==> config.mk <==
export PLATFORM = sky130hd
export DESIGN_NAME = spi_clk_prescaler
export DESIGN_NICKNAME = d
export VERILOG_FILES = /design/src/rtl/spi_presc_pkg.sv /design/src/rtl/spi_presc_cfg.sv /design/src/rtl/spi_presc_pow2.sv /design/src/rtl/spi_presc_lin.sv /design/src/rtl/spi_clk_prescaler.sv
export SDC_FILE = /design/constraint.sdc
export NUM_CORES = 1
export LEC_CHECK = 0
export CAP_MARGIN = 10
export CORE_MARGIN = 4
export CORE_UTILIZATION = 45
export DETAILED_ROUTE_END_ITERATION = 16
export DONT_BUFFER_PORTS = 1
export GPL_TIMING_DRIVEN = 0
export HOLD_SLACK_MARGIN = 0.05
export SKIP_CTS_REPAIR_TIMING = 1
export SLEW_MARGIN = 40
export SYNTH_ARGS = -nofsm -noshare
export SYNTH_HDL_FRONTEND = slang
export SYNTH_SLANG_ARGS = --single-unit
==> constraint.sdc <==
create_clock -name clk_i -period 4 [get_ports clk_i]
set_clock_uncertainty 0.1 [all_clocks]
set_input_delay 0 -clock clk_i [delete_from_list [all_inputs] [get_ports clk_i]]
set_output_delay 0 -clock clk_i [all_outputs]
set_load 0.005 [all_outputs]
==> src/rtl/spi_presc_pkg.sv <==
package spi_presc_pkg;
  parameter int unsigned DIV_W   = 2;
  parameter int unsigned BRG_W   = 6;
  parameter int unsigned BRG_MIN = 4;
endpackage

==> src/rtl/spi_presc_cfg.sv <==
module spi_presc_cfg #(
  parameter int unsigned DIV_W   = spi_presc_pkg::DIV_W,
  parameter int unsigned BRG_W   = spi_presc_pkg::BRG_W,
  parameter int unsigned BRG_MIN = spi_presc_pkg::BRG_MIN
) (
  input  logic             clk_i,
  input  logic             rst_ni,
  input  logic             load_i,
  input  logic [DIV_W-1:0] div_i,
  input  logic [BRG_W-1:0] brg_i,
  input  logic             cpol_i,
  output logic [DIV_W-1:0] div_o,
  output logic [BRG_W-1:0] brg_o,
  output logic             cpol_o
);
  localparam logic [BRG_W-1:0] BrgFloor = BRG_W'(BRG_MIN);

  logic [BRG_W-1:0] brg_clamped;

  assign brg_clamped = (brg_i < BrgFloor) ? BrgFloor : brg_i;

  always_ff @(posedge clk_i or negedge rst_ni) begin
    if (!rst_ni) begin
      div_o  <= '0;
      brg_o  <= BrgFloor;
      cpol_o <= 1'b0;
    end else if (load_i) begin
      div_o  <= div_i;
      brg_o  <= brg_clamped;
      cpol_o <= cpol_i;
    end
  end
endmodule

==> src/rtl/spi_presc_pow2.sv <==
module spi_presc_pow2 #(
  parameter int unsigned DIV_W = spi_presc_pkg::DIV_W
) (
  input  logic             clk_i,
  input  logic             rst_ni,
  input  logic             clr_i,
  input  logic [DIV_W-1:0] div_i,
  output logic             tick_o
);
  localparam int unsigned PreW = 1 << DIV_W;

  logic [PreW-1:0] cnt_q;
  logic [PreW-1:0] mask;
  logic            term;

  // low (div+1) bits all ones marks the last cycle of 2<<div
  for (genvar i = 0; i < PreW; i++) begin : g_mask
    assign mask[i] = (i <= int'(div_i));
  end

  assign term   = &(cnt_q | ~mask);
  assign tick_o = term & ~clr_i;

  always_ff @(posedge clk_i or negedge rst_ni) begin
    if (!rst_ni)     cnt_q <= '0;
    else if (clr_i)  cnt_q <= '0;
    else if (term)   cnt_q <= '0;
    else             cnt_q <= cnt_q + PreW'(1);
  end
endmodule

==> src/rtl/spi_presc_lin.sv <==
module spi_presc_lin #(
  parameter int unsigned BRG_W = spi_presc_pkg::BRG_W
) (
  input  logic             clk_i,
  input  logic             rst_ni,
  input  logic             clr_i,
  input  logic             tick_i,
  input  logic [BRG_W-1:0] brg_i,
  output logic             wrap_o
);
  logic [BRG_W-1:0] cnt_q;

  assign wrap_o = tick_i & (cnt_q == brg_i) & ~clr_i;

  always_ff @(posedge clk_i or negedge rst_ni) begin
    if (!rst_ni)      cnt_q <= '0;
    else if (clr_i)   cnt_q <= '0;
    else if (wrap_o)  cnt_q <= '0;
    else if (tick_i)  cnt_q <= cnt_q + BRG_W'(1);
  end
endmodule

==> src/rtl/spi_clk_prescaler.sv <==
module spi_clk_prescaler #(
  parameter int unsigned DIV_W   = spi_presc_pkg::DIV_W,
  parameter int unsigned BRG_W   = spi_presc_pkg::BRG_W,
  parameter int unsigned BRG_MIN = spi_presc_pkg::BRG_MIN
) (
  input  logic             clk_i,
  input  logic             rst_ni,
  input  logic             en_i,
  input  logic             run_i,
  input  logic             cpol_i,
  input  logic [DIV_W-1:0] div_i,
  input  logic [BRG_W-1:0] brg_i,
  output logic             sclk_o,
  output logic             lead_o,
  output logic             trail_o
);
  logic             active_q;
  logic             sclk_q, lead_q, trail_q;
  logic [DIV_W-1:0] div_q;
  logic [BRG_W-1:0] brg_q;
  logic             cpol_q;
  logic             cnt_clr, tick, half_end, at_active_lvl;

  // configuration only moves while idle
  spi_presc_cfg #(.DIV_W(DIV_W), .BRG_W(BRG_W), .BRG_MIN(BRG_MIN)) u_cfg (
    .clk_i  (clk_i),
    .rst_ni (rst_ni),
    .load_i (~active_q),
    .div_i  (div_i),
    .brg_i  (brg_i),
    .cpol_i (cpol_i),
    .div_o  (div_q),
    .brg_o  (brg_q),
    .cpol_o (cpol_q)
  );

  assign cnt_clr = ~active_q | ~en_i;

  spi_presc_pow2 #(.DIV_W(DIV_W)) u_pow2 (
    .clk_i  (clk_i),
    .rst_ni (rst_ni),
    .clr_i  (cnt_clr),
    .div_i  (div_q),
    .tick_o (tick)
  );

  spi_presc_lin #(.BRG_W(BRG_W)) u_lin (
    .clk_i  (clk_i),
    .rst_ni (rst_ni),
    .clr_i  (cnt_clr),
    .tick_i (tick),
    .brg_i  (brg_q),
    .wrap_o (half_end)
  );

  assign at_active_lvl = (sclk_q != cpol_q);

  always_ff @(posedge clk_i or negedge rst_ni) begin
    if (!rst_ni) begin
      active_q <= 1'b0;
      sclk_q   <= 1'b0;
      lead_q   <= 1'b0;
      trail_q  <= 1'b0;
    end else if (!en_i) begin
      active_q <= 1'b0;
      sclk_q   <= cpol_i;
      lead_q   <= 1'b0;
      trail_q  <= 1'b0;
    end else if (!active_q) begin
      active_q <= run_i;
      sclk_q   <= cpol_i;
      lead_q   <= 1'b0;
      trail_q  <= 1'b0;
    end else begin
      lead_q  <= 1'b0;
      trail_q <= 1'b0;
      if (half_end) begin
        if (at_active_lvl) begin
          sclk_q  <= cpol_q;
          trail_q <= run_i;
          if (!run_i) active_q <= 1'b0;
        end else if (run_i) begin
          sclk_q <= ~cpol_q;
          lead_q <= 1'b1;
        end else begin
          active_q <= 1'b0;
        end
      end
    end
  end

  assign sclk_o  = sclk_q;
  assign lead_o  = lead_q;
  assign trail_o = trail_q;
endmodule

==> impl_metrics.ini <==
[clocking]
cts-buffers-inserted = 3
cts_tree = built
cts_max_path_buffers = 2
path_clk_slew_ns = 0.13
root_buffer = clkbuf_4
cts_num_sinks = 23
ctsHtreeMaxLevel = 1
clk-insertion-delay-late_ns = 0.31

[placed_design]
gp_congestion = 0.811
dp_hpwl_mm = 1.64
port_buffers = 0

[global_route]
globalRoute.totalOverflow = 0
track_usage_pct = 13.8
antenna_found_initial = 0
grt_pass1_vias = 837
grt_pass1_wl_mm = 3.71
grt_max_degree = 24

[floorplanning]
die_area_sq_um = 3630
fp-row-count = 18
start_util_pct = 48.3
ios = 16
core_area_sq_um = 2540
fp.dieH_microns = 60.3
fp.dieW_microns = 60.3

[power_and_ir_drop]
ir_worst_vdd_v = 0.000186
leakagePower_nw = 0.649
p_per_area_nw_per_um2 = 305
finalPower_w = 0.000458

[route]
ant_nets = 0
dr_total_vias = 894
wl_per_cell_microns = 14.4
dr.pass1.iters = 4
vias_per_cell = 5.48
wl_mm = 2.35
drc = 0
drt-initial-drc-count = 29

[synth]
yosys_most_used_dff = dfrtp_1
async_reset_ff_share_pct = 100
synth_compound_area_share_pct = 12.3
ys_ff_latch = 23
synthMuxAreaShare_pct = 6.31
synth_nets = 125
synth_area_per_cell_sq_um = 11.2
netlist.area_leader.share_pct = 44.8
yosysSeqAreaShare_pct = 46.9
ys_warn_count = 0
synth_top_family_by_area = simple AND/OR/NAND/NOR gates
netlist_area_sq_um = 1230
synth-adder-area-share_pct = 2.04
synth_enable_flop_cells = 0
yosysTopAreaCell = dfrtp_1
synthTopCellsByArea = dfrtp_1 (45%), mux2_2 (5.5%), xor2_1 (4.3%)
synthSimpleGateAreaFrac_pct = 23.7
yosysUniqueCellTypes = 41
synth_xor_area_share_pct = 7.13
syn_inst = 110

[sta]
worst_pin_slew_ns = 0.501
final.period_utilization_pct = 53.3
finalMaxSlewViolations = 0
finalSetupTns_ns = 0
grt_setup_unrepaired = no
layout_min_cycle_time_ns = 2.13
setup_violations = 0
max_freq_mhz = 469
slew_headroom_pct = 66.6
hold_violations = 0

[setup_path]
cp_slowest_cell = dlygate4sd3_1
worstSetupPathType = reg2reg
arrival_ns = 2.29
crit_chain = xor2_1, nor3_2, and3_4, a31oi_1, o31ai_2, dlygate4sd3_1
end_kind = flop
cp.required_ns = 4.16
cp-start-kind = flop
path_max_fanout = 5
cp_slowest_stage_delay_ns = 0.57

[finish]
drive_gt1_share_pct = 21.1
mostFrequentLayoutCells = dfrtp_1 (22), dlygate4sd3_1 (17), nand2_1 (10), nor2_1 (8), nand3_1 (7)
post-route-util_pct = 59.0
layout_commonest_cell = dfrtp_1
diodes = 0
finalNetCount = 149
area_delta_synth_final_pct = 22.3

[run]
maxCapViolCount = 0

[run_status]
status = completed

[worst_hold_path]
hold_path_class = in2async
## layout make-up
cell class / count / area (sq um)
inverter: 2 / 7.51
timing repair buffer: 19 / 210
tap: 30 / 37.5
clock buffer: 4 / 26.3
multi-input combinational: 83 / 633
sequential: 23 / 577
buffer: 2 / 11.3
fill: 214 / 1040
## per-layer routing
layer,share of wire [%],track usage [%]
met3,5.4,3.67
met2,45,20.8
met4,0.77,5.38
met5,0,0
met1,49,18.6
## power by group
group	switching [W]	internal, W	total, W	leakage, nW
logic	0.0000392	0.0000484	0.0000875	0.338
clock network	0.0000708	0.0000388	0.000110	0.0150
registers	0.0000135	0.000248	0.000261	0.296
total	0.000123	0.000335	0.000458	0.649
## sequential cells by signal (all words and copies together) (netlist names)
| signal | count |
|---|---|
| u_cfg.brg_o | 6 |
| lead_o | 1 |
| sclk_o | 1 |
| u_pow2.cnt_q | 4 |
| u_cfg.cpol_o | 1 |
| u_lin.cnt_q | 6 |
| active_q | 1 |
| u_cfg.div_o | 2 |
| trail_o | 1 |
## critical path, delay by kind of cell, from the launching register on
family	cells	cell delay (ns)
and+or+nand+nor	2	0.48
xor gates and xnor gates	1	0.18
DFF	1	0.46
AOI/OAI and AO/OA	2	0.30
buffers and inverters	1	0.57
## kinds of logic after synthesis
group / count (synthesis)
flops: 23
mux: 7
compound gates: 17
simple gates: 47
xor+xnor: 10
buf+inv: 4
fa+ha+maj: 2
## through the flow
step	setup slack [ns]	std cells	instance area [sq um]	hold WS, ns
after floorplan	2.54	110	1230	-0.396
after global placement	2.42	140	1270	-0.395
after detailed placement	2.36	140	1270	-0.395
after CTS	2.33	144	1290	-0.740
after global routing	1.78	163	1500	0.0900
final	1.87	163	1500	0.101
## final timing paths
kind                       cells after the start  slack, ns             end      startpoint
max                                            6       1.87          sclk_o  u_lin.cnt_q[0]
min                                            3       0.10          sclk_o          rst_ni
max reg2reg                                    6       1.87          sclk_o  u_lin.cnt_q[0]
min reg2reg                                    1       0.45  u_cfg.brg_o[3]  u_cfg.brg_o[3]
max in group asynchronous                      3       3.56  u_cfg.brg_o[4]          rst_ni
min in group clk_i                             3       0.25        active_q           run_i
## Yosys cell counts, types with 2 or more instances
master / instances
ha_1: 2
nor3_2: 3
mux2_2: 6
nand2_1: 10
xor2_1: 6
nand3_1: 7
a21oi_1: 5
and2_1: 2
nor2_1: 8
o211ai_1: 2
a22o_1: 2
nand4_1: 2
inv_1: 2
nor3_1: 2
dfrtp_1: 22
xnor2_1: 4
Power figures use the tool's default switching activity.
